**config.mk**
```make
export PLATFORM = sky130hd
export DESIGN_NAME = opnd_shifter
export DESIGN_NICKNAME = d
export VERILOG_FILES = /design/src/rtl/opsh_pkg.sv /design/src/rtl/opsh_amount.sv /design/src/rtl/opsh_rotator.sv /design/src/rtl/opsh_core.sv /design/src/rtl/opnd_shifter.sv
export SDC_FILE = /design/constraint.sdc
export NUM_CORES = 1
export LEC_CHECK = 0
export ABC_AREA = 1
export CAP_MARGIN = 25
export CELL_PAD_IN_SITES_DETAIL_PLACEMENT = 0
export CELL_PAD_IN_SITES_GLOBAL_PLACEMENT = 1
export CORE_MARGIN = 1.5
export CORE_UTILIZATION = 42
export DETAILED_ROUTE_END_ITERATION = 10
export DONT_BUFFER_PORTS = 1
export PLACE_DENSITY_LB_ADDON = 0.1
export SKIP_LAST_GASP = 1
export SLEW_MARGIN = 10
export SYNTH_ARGS = -nofsm -noshare
export SYNTH_HDL_FRONTEND = slang
export SYNTH_SLANG_ARGS = --single-unit
```
**constraint.sdc**
```tcl
create_clock -name clk -period 2.85 [get_ports clk]
set_clock_uncertainty 0.2 [all_clocks]
set_input_delay 0.285 -clock clk [delete_from_list [all_inputs] [get_ports clk]]
set_output_delay 0.285 -clock clk [all_outputs]
set_load 0.005 [all_outputs]
```
**src/rtl/opsh_pkg.sv**
```systemverilog
package opsh_pkg;
  typedef enum logic [1:0] {
    SH_LSL = 2'd0,
    SH_LSR = 2'd1,
    SH_ASR = 2'd2,
    SH_ROR = 2'd3
  } sh_kind_e;
endpackage

```
**src/rtl/opsh_amount.sv**
```systemverilog
// Maps the selected amount source onto one effective amount plus two
// special-operation flags (pass-through, rotate through carry).
module opsh_amount
  import opsh_pkg::*;
#(
  parameter int W      = 32,
  parameter int RAMT_W = 8,
  parameter int LW     = 5,
  parameter int EFF_W  = 8
) (
  input  sh_kind_e            kind,
  input  logic                use_reg,
  input  logic [LW-1:0]       imm_amt,
  input  logic [RAMT_W-1:0]   reg_amt,
  output logic [EFF_W-1:0]    eff,
  output logic                pass,
  output logic                rrx
);
  localparam logic [EFF_W-1:0] FULL = EFF_W'(W);

  always_comb begin
    pass = 1'b0;
    rrx  = 1'b0;
    if (!use_reg) begin
      eff = EFF_W'(imm_amt);
      if (imm_amt == '0) begin
        case (kind)
          SH_LSL:  pass = 1'b1;
          SH_ROR:  rrx  = 1'b1;
          default: eff  = FULL;   // right shifts: zero encodes full width
        endcase
      end
    end else begin
      eff = EFF_W'(reg_amt);
      if (reg_amt == '0) begin
        pass = 1'b1;
      end else if (kind == SH_ROR) begin
        // modulo width; a multiple of the width rotates by the full width
        eff = (reg_amt[LW-1:0] == '0) ? FULL : EFF_W'(reg_amt[LW-1:0]);
      end
    end
  end
endmodule

```
**src/rtl/opsh_rotator.sv**
```systemverilog
// Logarithmic right rotator, one stage per amount bit.
module opsh_rotator #(
  parameter int W  = 32,
  parameter int LW = 5
) (
  input  logic [W-1:0]  din,
  input  logic [LW-1:0] k,
  output logic [W-1:0]  dout
);
  logic [W-1:0] stage [0:LW];

  assign stage[0] = din;

  for (genvar g = 0; g < LW; g++) begin : g_stage
    localparam int SH = 1 << g;
    assign stage[g+1] = k[g] ? {stage[g][SH-1:0], stage[g][W-1:SH]} : stage[g];
  end

  assign dout = stage[LW];
endmodule

```
**src/rtl/opsh_core.sv**
```systemverilog
// Builds result and carry from the effective amount using one rotator.
module opsh_core
  import opsh_pkg::*;
#(
  parameter int W     = 32,
  parameter int LW    = 5,
  parameter int EFF_W = 8
) (
  input  logic [W-1:0]     v,
  input  sh_kind_e         kind,
  input  logic [EFF_W-1:0] eff,
  input  logic             pass,
  input  logic             rrx,
  input  logic             cin,
  output logic [W-1:0]     res,
  output logic             cout
);
  localparam logic [EFF_W-1:0] FULL = EFF_W'(W);

  logic             big, over, sign;
  logic [EFF_W-1:0] neg, dec;
  logic [LW-1:0]    rot_k, idx_r;
  logic [W-1:0]     rot, rmask, lmask;

  assign big   = (eff >= FULL);
  assign over  = (eff > FULL);
  assign sign  = v[W-1];
  assign neg   = FULL - eff;
  assign dec   = eff - 1'b1;
  assign idx_r = dec[LW-1:0];
  // a left shift by n equals a right rotate by W-n, then masked
  assign rot_k = (kind == SH_LSL) ? neg[LW-1:0] : eff[LW-1:0];
  assign rmask = big ? '0 : ({W{1'b1}} >> eff);
  assign lmask = big ? '0 : ({W{1'b1}} << eff);

  opsh_rotator #(.W(W), .LW(LW)) u_rot (
    .din  (v),
    .k    (rot_k),
    .dout (rot)
  );

  always_comb begin
    res  = v;
    cout = cin;
    if (rrx) begin
      res  = {cin, v[W-1:1]};
      cout = v[0];
    end else if (!pass) begin
      case (kind)
        SH_LSL: begin
          res  = rot & lmask;
          cout = over ? 1'b0 : v[rot_k];
        end
        SH_LSR: begin
          res  = rot & rmask;
          cout = over ? 1'b0 : v[idx_r];
        end
        SH_ASR: begin
          res  = big ? {W{sign}} : ((rot & rmask) | (~rmask & {W{sign}}));
          cout = big ? sign : v[idx_r];
        end
        default: begin
          res  = rot;
          cout = v[idx_r];
        end
      endcase
    end
  end
endmodule

```
**src/rtl/opnd_shifter.sv**
```systemverilog
module opnd_shifter
  import opsh_pkg::*;
#(
  parameter int W      = 32,
  parameter int RAMT_W = 8
) (
  input  logic              clk,
  input  logic              rst,
  input  logic [W-1:0]      src_val,
  input  logic [1:0]        shift_kind,
  input  logic              use_reg,
  input  logic [$clog2(W)-1:0] imm_amt,
  input  logic [RAMT_W-1:0] reg_amt,
  input  logic              carry_in,
  output logic [W-1:0]      res_out,
  output logic              carry_out
);
  localparam int LW    = $clog2(W);
  localparam int EFF_W = (RAMT_W > LW + 1) ? RAMT_W : LW + 1;

  sh_kind_e         kind;
  logic [EFF_W-1:0] eff;
  logic             pass, rrx, c_nxt;
  logic [W-1:0]     r_nxt;

  assign kind = sh_kind_e'(shift_kind);

  opsh_amount #(.W(W), .RAMT_W(RAMT_W), .LW(LW), .EFF_W(EFF_W)) u_amt (
    .kind    (kind),
    .use_reg (use_reg),
    .imm_amt (imm_amt),
    .reg_amt (reg_amt),
    .eff     (eff),
    .pass    (pass),
    .rrx     (rrx)
  );

  opsh_core #(.W(W), .LW(LW), .EFF_W(EFF_W)) u_core (
    .v    (src_val),
    .kind (kind),
    .eff  (eff),
    .pass (pass),
    .rrx  (rrx),
    .cin  (carry_in),
    .res  (r_nxt),
    .cout (c_nxt)
  );

  always_ff @(posedge clk) begin
    if (rst) begin
      res_out   <= '0;
      carry_out <= 1'b0;
    end else begin
      res_out   <= r_nxt;
      carry_out <= c_nxt;
    end
  end


  reset_clear_chk: assert property (@(posedge clk)
    rst |=> (res_out == '0 && !carry_out));


  reg_zero_pass_chk: assert property (@(posedge clk) disable iff (rst)
    (use_reg && reg_amt == '0) |=>
      (res_out == $past(src_val) && carry_out == $past(carry_in)));


  imm_lsl_zero_chk: assert property (@(posedge clk) disable iff (rst)
    (!use_reg && imm_amt == '0 && shift_kind == 2'd0) |=>
      (res_out == $past(src_val) && carry_out == $past(carry_in)));


  imm_rrx_chk: assert property (@(posedge clk) disable iff (rst)
    (!use_reg && imm_amt == '0 && shift_kind == 2'd3) |=>
      (res_out == {$past(carry_in), $past(src_val[W-1:1])} &&
       carry_out == $past(src_val[0])));


  reg_logic_over_chk: assert property (@(posedge clk) disable iff (rst)
    (use_reg && !shift_kind[1] && int'(reg_amt) > W) |=>
      (res_out == '0 && !carry_out));


  reg_asr_big_chk: assert property (@(posedge clk) disable iff (rst)
    (use_reg && shift_kind == 2'd2 && int'(reg_amt) >= W) |=>
      (res_out == {W{$past(src_val[W-1])}} && carry_out == $past(src_val[W-1])));
endmodule

```
== Word level (Yosys, flattened, before mapping) ==
Cells that the tools add are included.

* Word-level logic and storage cells: 58
* Input bits: 51
* Output and inout port bits: 33
* Register bits after elaboration: 33

* Add/subtract/negate cells: 2
* Reductions and logical operators: 5
* Shift-type cells: 2
* Magnitude comparators: 4
* Equality and inequality tests: 3
* Muxes and demuxes: 35
* Bitwise logic cells: 5

{| class="wikitable"
|+ Operators by type and width
! operator !! number
|-
| two-way mux 32 bit || 10
|-
| AND 32 bit || 3
|-
| one-hot mux 32 bit (3 select lines) || 1
|-
| two-way mux 8 bit || 4
|-
| NOT 32 bit || 1
|-
| bitwise OR 32 bit || 1
|-
| << shifter 32 x 8 -> 32 bit (first input constant) || 1
|-
| >> shifter 32 x 8 -> 32 bit (first input constant) || 1
|-
| two-way mux 1 bit || 14
|-
| less-than comparator 5 x 6 -> 1 bit (second input constant) || 2
|-
| two-way mux 6 bit || 2
|-
| binary-select mux 1 bit (select 5 bit) || 2
|-
| logical NOT 5 bit || 2
|-
| greater-or-equal comparator 8 x 6 -> 1 bit (second input constant) || 1
|-
| greater-than comparator 8 x 6 -> 1 bit (second input constant) || 1
|-
| logical NOT 8 bit || 1
|-
| two-way mux 5 bit || 1
|-
| subtractor 1 x 5 -> 5 bit (first input constant) || 1
|-
| subtractor 5 x 1 -> 5 bit (second input constant) || 1
|-
| == test 2 bit (second input constant) || 2
|-
| one-hot mux 1 bit (3 select lines) || 1
|-
| == test 2 x 1 -> 1 bit (second input constant) || 1
|-
| logical NOT 2 bit || 1
|-
| OR reduction 2 bit || 1
|}

== Logic depth before layout (Yosys ltp) ==
Gate-level depths: netlist of the first run.

* Depth after elaboration: 18
* Gate-level depth with buffers: 22
* Mapped depth without buffers: 18

== By module ==
A second synthesis of the first run with hierarchy kept.

* Cells, all modules: 1127
* Area total of the unflattened synthesis: 5960.7 µm²

{| class="wikitable"
|+ Modules (own cells, without submodules)
! module !! sequential area each (µm²) !! times used !! cells each !! area each (µm²)
|-
| opsh_core || 0.0 || 1 || 584 || 2792.7
|-
| opsh_rotator || 0.0 || 1 || 392 || 1974.4
|-
| opnd_shifter || 660.6 || 1 || 103 || 958.4
|-
| opsh_amount || 0.0 || 1 || 48 || 235.2
|}

== Least setup slack after synthesis of the first run ==
Ideal clock, no wire load.

* Path type: input port to flip-flop
* Start point: input use_reg
* End point: register res_out[11]
* Arrival time: 2356 ps
* Setup slack: 168 ps
* Data required time: 2524 ps
* Library setup time: 126 ps
* Path buffers: 5
* Stages: 22
* Cell sequence: buf_6 -> nand2_2 -> nand2_2 -> buf_6 -> buf_6 -> ha_1 -> buf_2 -> inv_2 -> nand2_1 -> nand2_2 -> buf_2 -> nand2_1 -> nand2_1 -> nand2_1 -> nand2_1 -> nand2_1 -> nand3_1 -> nand2_1 -> nand2_1 -> nand2_1 -> nand2_1 -> a21oi_2

* Cells in the longest elaborated chain, start to end: 14
* Elaborated cells on any way between the ends: 24
* Those cells by class: 1 x add/sub; 1 x order compare; 2 x shift; 15 x mux; 5 x bitwise

{| class="wikitable"
|+ Ends and longest elaborated chain
! element !! line !! RTL
|-
| from (decl) || opnd_shifter.sv:11 || <nowiki>input logic use_reg,</nowiki>
|-
| two-way mux 8 bit || opsh_amount.sv:24 || <nowiki>if (!use_reg) begin</nowiki>
|-
| subtractor 1 x 5 -> 5 bit || opsh_core.sv:28 || <nowiki>assign neg = FULL - eff;</nowiki>
|-
| two-way mux 5 bit || opsh_core.sv:32 || <nowiki>assign rot_k = (kind == SH_LSL) ? neg[LW-1:0] : eff[LW-1:0];</nowiki>
|-
| two-way mux 32 bit (5 in a row) || opsh_rotator.sv:16 || <nowiki>assign stage[g+1] = k[g] ? {stage[g][SH-1:0], stage[g][W-1:SH]} : stage[g];</nowiki>
|-
| AND 32 bit || opsh_core.sv:55, opsh_core.sv:59 ||
|-
| bitwise OR 32 bit || opsh_core.sv:59 || <nowiki>res = big ? {W{sign}} : ((rot & rmask) | (~rmask & {W{sign}}));</nowiki>
|-
| two-way mux 32 bit || opsh_core.sv:59 ||
|-
| one-hot mux 32 bit (3 select lines) || opsh_core.sv:49 || <nowiki>case (kind)</nowiki>
|-
| two-way mux 32 bit || opsh_core.sv:48 || <nowiki>end else if (!pass) begin</nowiki>
|-
| two-way mux 32 bit (*) || opsh_core.sv:45 || <nowiki>if (rrx) begin</nowiki>
|-
| to (signal assigned) || opnd_shifter.sv:54 || <nowiki>res_out <= r_nxt;</nowiki>
|-
| to (decl) || opnd_shifter.sv:15 || <nowiki>output logic [W-1:0] res_out,</nowiki>
|}

Mark *: on every way between the ends. The rest lies on a longest branch, timed or not.
A chain may end at the register's enable or synchronous reset.

== Worst setup path in the final report of the first run ==
* Start point: input use_reg
* End point: register res_out[3]

The elaborated chain is that of the path after synthesis.

==> flow_summary.yaml, run 1 <==
critical_path:
  required_ns: 2.81
  crit_arrival_ns: 2.34
  worstSetupPathType: "input pin to register"
  crit_fanout: 37
  worst_setup_path_start_kind: "input pin"
  end_kind: "register"
synthesis:
  ys.flop_type: "dfxtp_1"
  yosys_register_bits: 33
  ys_warn_count: 0
  synth_edf_count: 0
  syn_avg_cell_area_um2: 4.80
  synth_cell_type_count: 33
  synth_cells: 1241
  syn-cell-area_um2: 5960
  yosysSeqAreaShare_pct: 11.1
  async_flop_share_pct: 0
  synth_fp_nets: 1297
finish:
  layout-drive-gt1-share_pct: 7.79
  insertedDiodeCount: 0
  nets: 1274
  n_fill_cell: 1677
  fin_area_um2: 6330
  area_growth_pct: 6.24
  fin_util_pct: 45.6
  seq_area_um2: 661
  multi_input_area_um2: 4580
clock_network:
  postCtsHoldBufs: 0
  cts_sinks: 33
  numCtsBuffers: 5
  clk_path_buf_depth: 2
  cts-root-buf: "clkbuf_16"
  post-cts-setup-buffers: 0
  cts_tree: "yes"
  cts.clk_slew.worst_paths_ns: 0.05
  cts-resized-gates: 0
  htree_levels: 2
detailed_routing:
  drt_iter0_drc: 909
  vias: 7771
  wirelength_um: 25800
  drc_errors: 0
  post_drt_wl_per_cell_um: 18.4
  antenna_left: 0
  viasPerCell: 5.55
  drtPass1Iterations: 5
floorplan:
  dieHeight_um: 122
  coreArea_um2: 13900
  die_area_um2: 14900
  dieWidth_um: 122
  start_util_pct: 42.9
  io_pins: 84
  rows: 43
placed_design:
  dpl_cell_area_um2: 6150
  dp_hpwl_um: 20900
  port-buffer-count: 0
  dp_slack_ns: 0.251
  finalWeightedCongestion: 1.01
timing:
  post-route-period-util_pct: 83.6
  timing.fmax_mhz: 420
  finalHoldWorstSlack_ns: 0.0116
  finalSetupViolations: 0
  finalMaxSlewViolations: 0
  slew_headroom_pct: 45.4
  final.setup.tns_ns: 0
  setup_slack_ns: 0.468
  hold_viol_final: 0
  post-route-min-period_ns: 2.38
  worst_pin_slew_ns: 0.819
  rsz0062_at_grt: "no"
grt:
  grt_first_pass_wirelength_um: 38900
  track_usage_pct: 34.4
  antenna_found_initial: 0
  grt_pass1_vias: 6911
  grt_max_degree: 56
  grt_overflow: 0
power:
  powerDensity_nw_per_um2: 421
  leakage_nw: 3.58
  peakVddDrop_v: 0.000236
hold_path:
  min_path_type: "input pin to register"
flow_run:
  cap_violations: 0
status:
  outcome: "complete, no violations"
logic make-up after synthesis:
kind of cell    count (synthesis)  share of synthesized area, %
flops                          33                          11.1
simple gates                  926                          63.7
compound gates                130                          12.1
fa+ha+maj                       5                          1.05
buf+inv                       147                          12.0
per-layer routing:
metal	wire, µm	vias to the layer above	global-route usage [%]
met3	2030	61	3.98
met2	11300	388	54.0
met1	11200	3466	47.2
li1	-	3856	-
met4	1300	0	15.0
met5	0	-	0
flip-flops by register name, summed over array words and instances, names as in the netlist:
| register | count |
|---|---|
| res_out | 32 |
| carry_out | 1 |
layout make-up:
cell class / instances / share of cell area [%]
Clock buffer: 7 / 2.25
Clock inverter: 1 / 0.475
Inverter: 78 / 4.67
Multi-Input combinational cell: 1061 / 72.4
Sequential cell: 33 / 10.4
Tap cell: 180 / 3.56
Timing Repair Buffer: 39 / 6.21
cells in the final DEF, fill, tap and decap left out:
cell type  netlist  layout
clkbuf_16        0       5
nand2_4          4       4
buf_4            9      31
inv_2            8       8
a21oi_2          8       8
dfxtp_1         33      33
or2_1            1       1
a21boi_4         1       1
o211ai_1         1       1
ha_1             5       5
clkbuf_1        19       1
o21ai_2          2       2
inv_1           68      68
o21a_1           3       3
nor3_1           2       2
inv_4            1       1
nand4_1          3       3
nand3_4          1       1
nor2_2           5       5
clkinv_1         1       1
nor2_1          63      63
bufinv_16        0       1
nand2_1        671     671
or2_2            1       1
a31oi_1          2       2
buf_12           0       8
nand3_2          2       2
o21ai_0         50      50
o21ai_1          1       1
o21bai_1         1       1
nand2_2         16      16
o211a_1          1       1
clkbuf_8         0       1
a21oi_1         60      60
nand3_1        157     157
report_power, final:
group	internal [W]	switching (W)	leakage (nW)
clock network	0.000436	0.000193	0.0841
logic	0.000452	0.00104	3.22
registers	0.000513	0.0000275	0.273
total	0.00140	0.00126	3.58
worst max-delay path, cell delays in order:
cell and delay (ns):
inv_2 0.04, nand2_2 0.09, nand2_2 0.08, ha_1 0.33, inv_2 0.08, nand2_1 0.05, nand2_2 0.10, buf_12 0.21
nand2_1 0.07, nand2_1 0.13, nand2_1 0.07, nand2_1 0.10, nand2_1 0.07, nand3_1 0.10, nand2_1 0.13, nand2_1 0.10
nand2_1 0.06, nand2_1 0.14, a21oi_2 0.06
metrics by stage:
stage / power (W) / cells
after floorplan: 0.00158 / 1241
after global routing: 0.00285 / 1399
after global placement: 0.00202 / 1391
after detailed placement: 0.00201 / 1391
final: 0.00266 / 1399
after CTS: 0.00263 / 1399
synthesized netlist by cell type (4+ instances only):
cell type	count	area, µm²
inv_1	68	255
dfxtp_1	33	661
buf_6	12	135
nand2_4	4	45.0
buf_2	29	145
nand2_2	16	100
a21oi_2	8	70.1
o21ai_0	50	250
nand2_1	671	2520
nand3_1	157	786
nor2_2	5	31.3
a21oi_1	60	300
inv_2	8	30.0
ha_1	5	62.6
clkbuf_1	19	71.3
buf_4	9	67.6
nor2_1	63	236
worst paths after layout:
check                  startpoint          end  slack [ns]  cells past startpoint
worst min-delay path  src_val[11]  res_out[10]        0.01                      2
worst max-delay path      use_reg   res_out[3]        0.47                     19
Power figures use the tool's default switching activity.
==> run 2, diff against run 1 <==
Settings changed: ABC_AREA 1 to 0.
Clock period 2.85 ns to 1.9 ns, I/O delays scaled along.
==> flow_summary.yaml, run 2 <==
finish:
  stdcell_count: 1139
  layout-drive-gt1-share_pct: 45.0
  largest_register_ff_count: 32
  reg.largest.list: "res_out x32, carry_out x1"
  final_cell_mix: "buf_4 (204), nor2_1 (72), mux2i_1 (62), a21oi_1 (47), nand2_1 (44)"
  area_growth_pct: 58.8
  n_fill_cell: 1047
  nets: 1017
  largest-register: "res_out"
  fin_area_um2: 9080
  final_common_cell: "buf_4"
clock_network:
  cts_tree: "yes"
  cts.clk_slew.worst_paths_ns: 0.06
  cts-root-buf: "clkbuf_16"
  cts_sinks: 33
  htree_levels: 2
  numCtsBuffers: 5
  clk_path_buf_depth: 2
timing:
  worst_pin_slew_ns: 1.02
  timing.fmax_mhz: 350
  post-route-min-period_ns: 2.86
  hold_viol_final: 3
  rsz0062_at_grt: "yes"
  setup_slack_ns: -0.959
  finalHoldWorstSlack_ns: -0.0246
  post-route-period-util_pct: 150
  finalSetupViolations: 33
  final.setup.tns_ns: -24.86
  finalMaxSlewViolations: 0
  slew_headroom_pct: 31.6
power:
  internal_power_w: 0.00340
  powerDensity_nw_per_um2: 632
  switching_power_w: 0.00233
  leakage_nw: 3.75
  combPwrFrac_pct: 68.1
  p_total_w: 0.00574
  peakVddDrop_v: 0.000363
  swShare_pct: 40.7
  seqPwrFrac_pct: 14.5
  pwr-share-clk_pct: 17.4
floorplan:
  io_pins: 84
  dieHeight_um: 120
  rows: 42
  start_util_pct: 43.2
  coreArea_um2: 13200
  die_area_um2: 14300
  dieWidth_um: 120
synthesis:
  synthTopCellsByArea: "mux2i_1 (15%), mux4_2 (12%), dfxtp_1 (12%)"
  synth_top_area_share_pct: 15.2
  synth_edf_count: 0
  ys_top_cells_by_count: "mux2i_1 (87), nor2_1 (79), a21oi_1 (65)"
  ys_warn_count: 0
  syn-cell-area_um2: 5720
  syn_avg_cell_area_um2: 7.67
  yosysSeqAreaShare_pct: 11.6
  synth_cells: 745
  synth_most_common_cell: "mux2i_1"
  synth_cell_type_count: 63
  yosys_register_bits: 33
  synth_fp_nets: 801
  async_flop_share_pct: 0
  synth_top_area_cell: "mux2i_1"
  ys.flop_type: "dfxtp_1"
critical_path:
  worst_setup_path_start_kind: "input pin"
  cp_common_cell: "mux2i_1"
  slowest_stage: "mux4_2"
  crit_chain: "mux2i_4, ha_4, nor2b_4, xnor2_4, buf_12, buf_6, mux2i_1, mux2i_1, mux4_2, mux2_4, a211oi_4, nor4_2"
  required_ns: 1.87
  end_kind: "register"
  worstSetupPathType: "input pin to register"
  crit_fanout: 36
  crit_arrival_ns: 2.83
  critPathMaxStageDelay_ns: 0.53
status:
  outcome: "complete, but fails checks"
  violations: "hold timing, setup timing"
placed_design:
  dp_slack_ns: -1.53
  dpl_cell_area_um2: 7500
  place_inst: 1075
  dp_hpwl_um: 23200
  port-buffer-count: 0
  finalWeightedCongestion: 1.05
detailed_routing:
  drc_errors: 0
  post_drt_wl_per_cell_um: 29.7
  vias: 8129
  drtPass1Iterations: 7
  viasPerCell: 7.14
  drt_iter0_drc: 1510
  wirelength_um: 33800
  antenna_left: 0
grt:
  grt_pass1_vias: 7496
  grt_max_degree: 55
  antenna_found_initial: 0
  grt_first_pass_wirelength_um: 46200
  grt_overflow: 0
  track_usage_pct: 43.3
flow_run:
  cap_violations: 0
hold_path:
  min_path_type: "input pin to register"
==> run 2: cell types whose count changed in the layout (fill, tap and decap cells not counted), sizes merged, moves of 11 or more <==
cell         change
nand2          -641
dlygate4sd3     +15
a211oi          +24
buf            +218
a22oi           +17
mux4            +30
nand3          -150
nor2            +11
o22ai           +15
mux2i           +89
nor3            +41
mux2            +14
inv             -70
==> run 2: kinds of logic (layout without fill, tap and decap cells) <==
family	after synthesis	in the layout	synth area share (%)
xor+xnor	9	9	1.64
mux	133	133	30.4
fa+ha+maj	5	5	1.09
simple gates	237	237	19.5
buf+inv	72	289	6.41
flops	33	33	11.6
other cells	0	1	0
compound gates	256	256	29.3
==> run 2: power groups by stage <==
stage	combinational [W]	clock, W	sequential, W
final	0.00390	0.000997	0.000834
after global routing	0.00402	0.00102	0.000841
after CTS	0.00322	0.00100	0.000833
after detailed placement	0.00282	0	0.000848
after global placement	0.00279	0	0.000845
after floorplan	0.00171	0	0.000817
==> run 2: metal layers <==
layer  global-route usage [%]  vias to the layer above  wire length [µm]
met5                        0                        -                 0
met4                     23.2                        0              3040
met3                     13.9                      248              4750
met2                     65.8                      748             14000
met1                     54.5                     3807             12000
li1                         -                     3326                 -
==> run 2: per-stage QoR <==
| step | hold WS [ns] | util, % |
|---|---|---|
| after floorplan | 0.148 | - |
| after global routing | 0.000516 | 68.5 |
| final | -0.0246 | 68.5 |
| after global placement | 0.0669 | 56.6 |
| after CTS | -0.233 | 62.8 |
| after detailed placement | 0.0750 | 56.6 |
==> run 2: path summary, 6_finish.rpt <==
| check | startpoint | endpoint | slack, ns | cells after the start |
|---|---|---|---|---|
| max | use_reg | res_out[3] | -0.96 | 12 |
| min | src_val[6] | res_out[5] | -0.02 | 2 |
==> run 2: worst max-delay path: cells and delay by family <==
family	cells	cell delay [ns]
simple gates	2	0.25
xor+xnor	1	0.14
compound gates	1	0.30
mux	5	1.45
fa+ha+maj	1	0.17
buf+inv	2	0.31
==> run 2: cell type report <==
type | count | area (µm²) | area share (%)
Multi-Input combinational cell | 640 | 5480 | 60.3
Timing Repair Buffer | 273 | 2510 | 27.6
Inverter | 8 | 33.8 | 0.372
Antenna cell | 1 | 2.50 | 0.0276
Tap cell | 176 | 220 | 2.43
Sequential cell | 33 | 661 | 7.28
Clock buffer | 7 | 143 | 1.57
Clock inverter | 1 | 30.0 | 0.331
==> run 2: repair_timing <==
action / in CTS / in global routing
endpoints found under the setup margin: 33 / 33
buffers inserted: 28 / 19
endpoints found under the hold margin: 28 / 28
pin swaps: 33 / 42
gates cloned: 1 / 1
resized for setup: 88 / 101
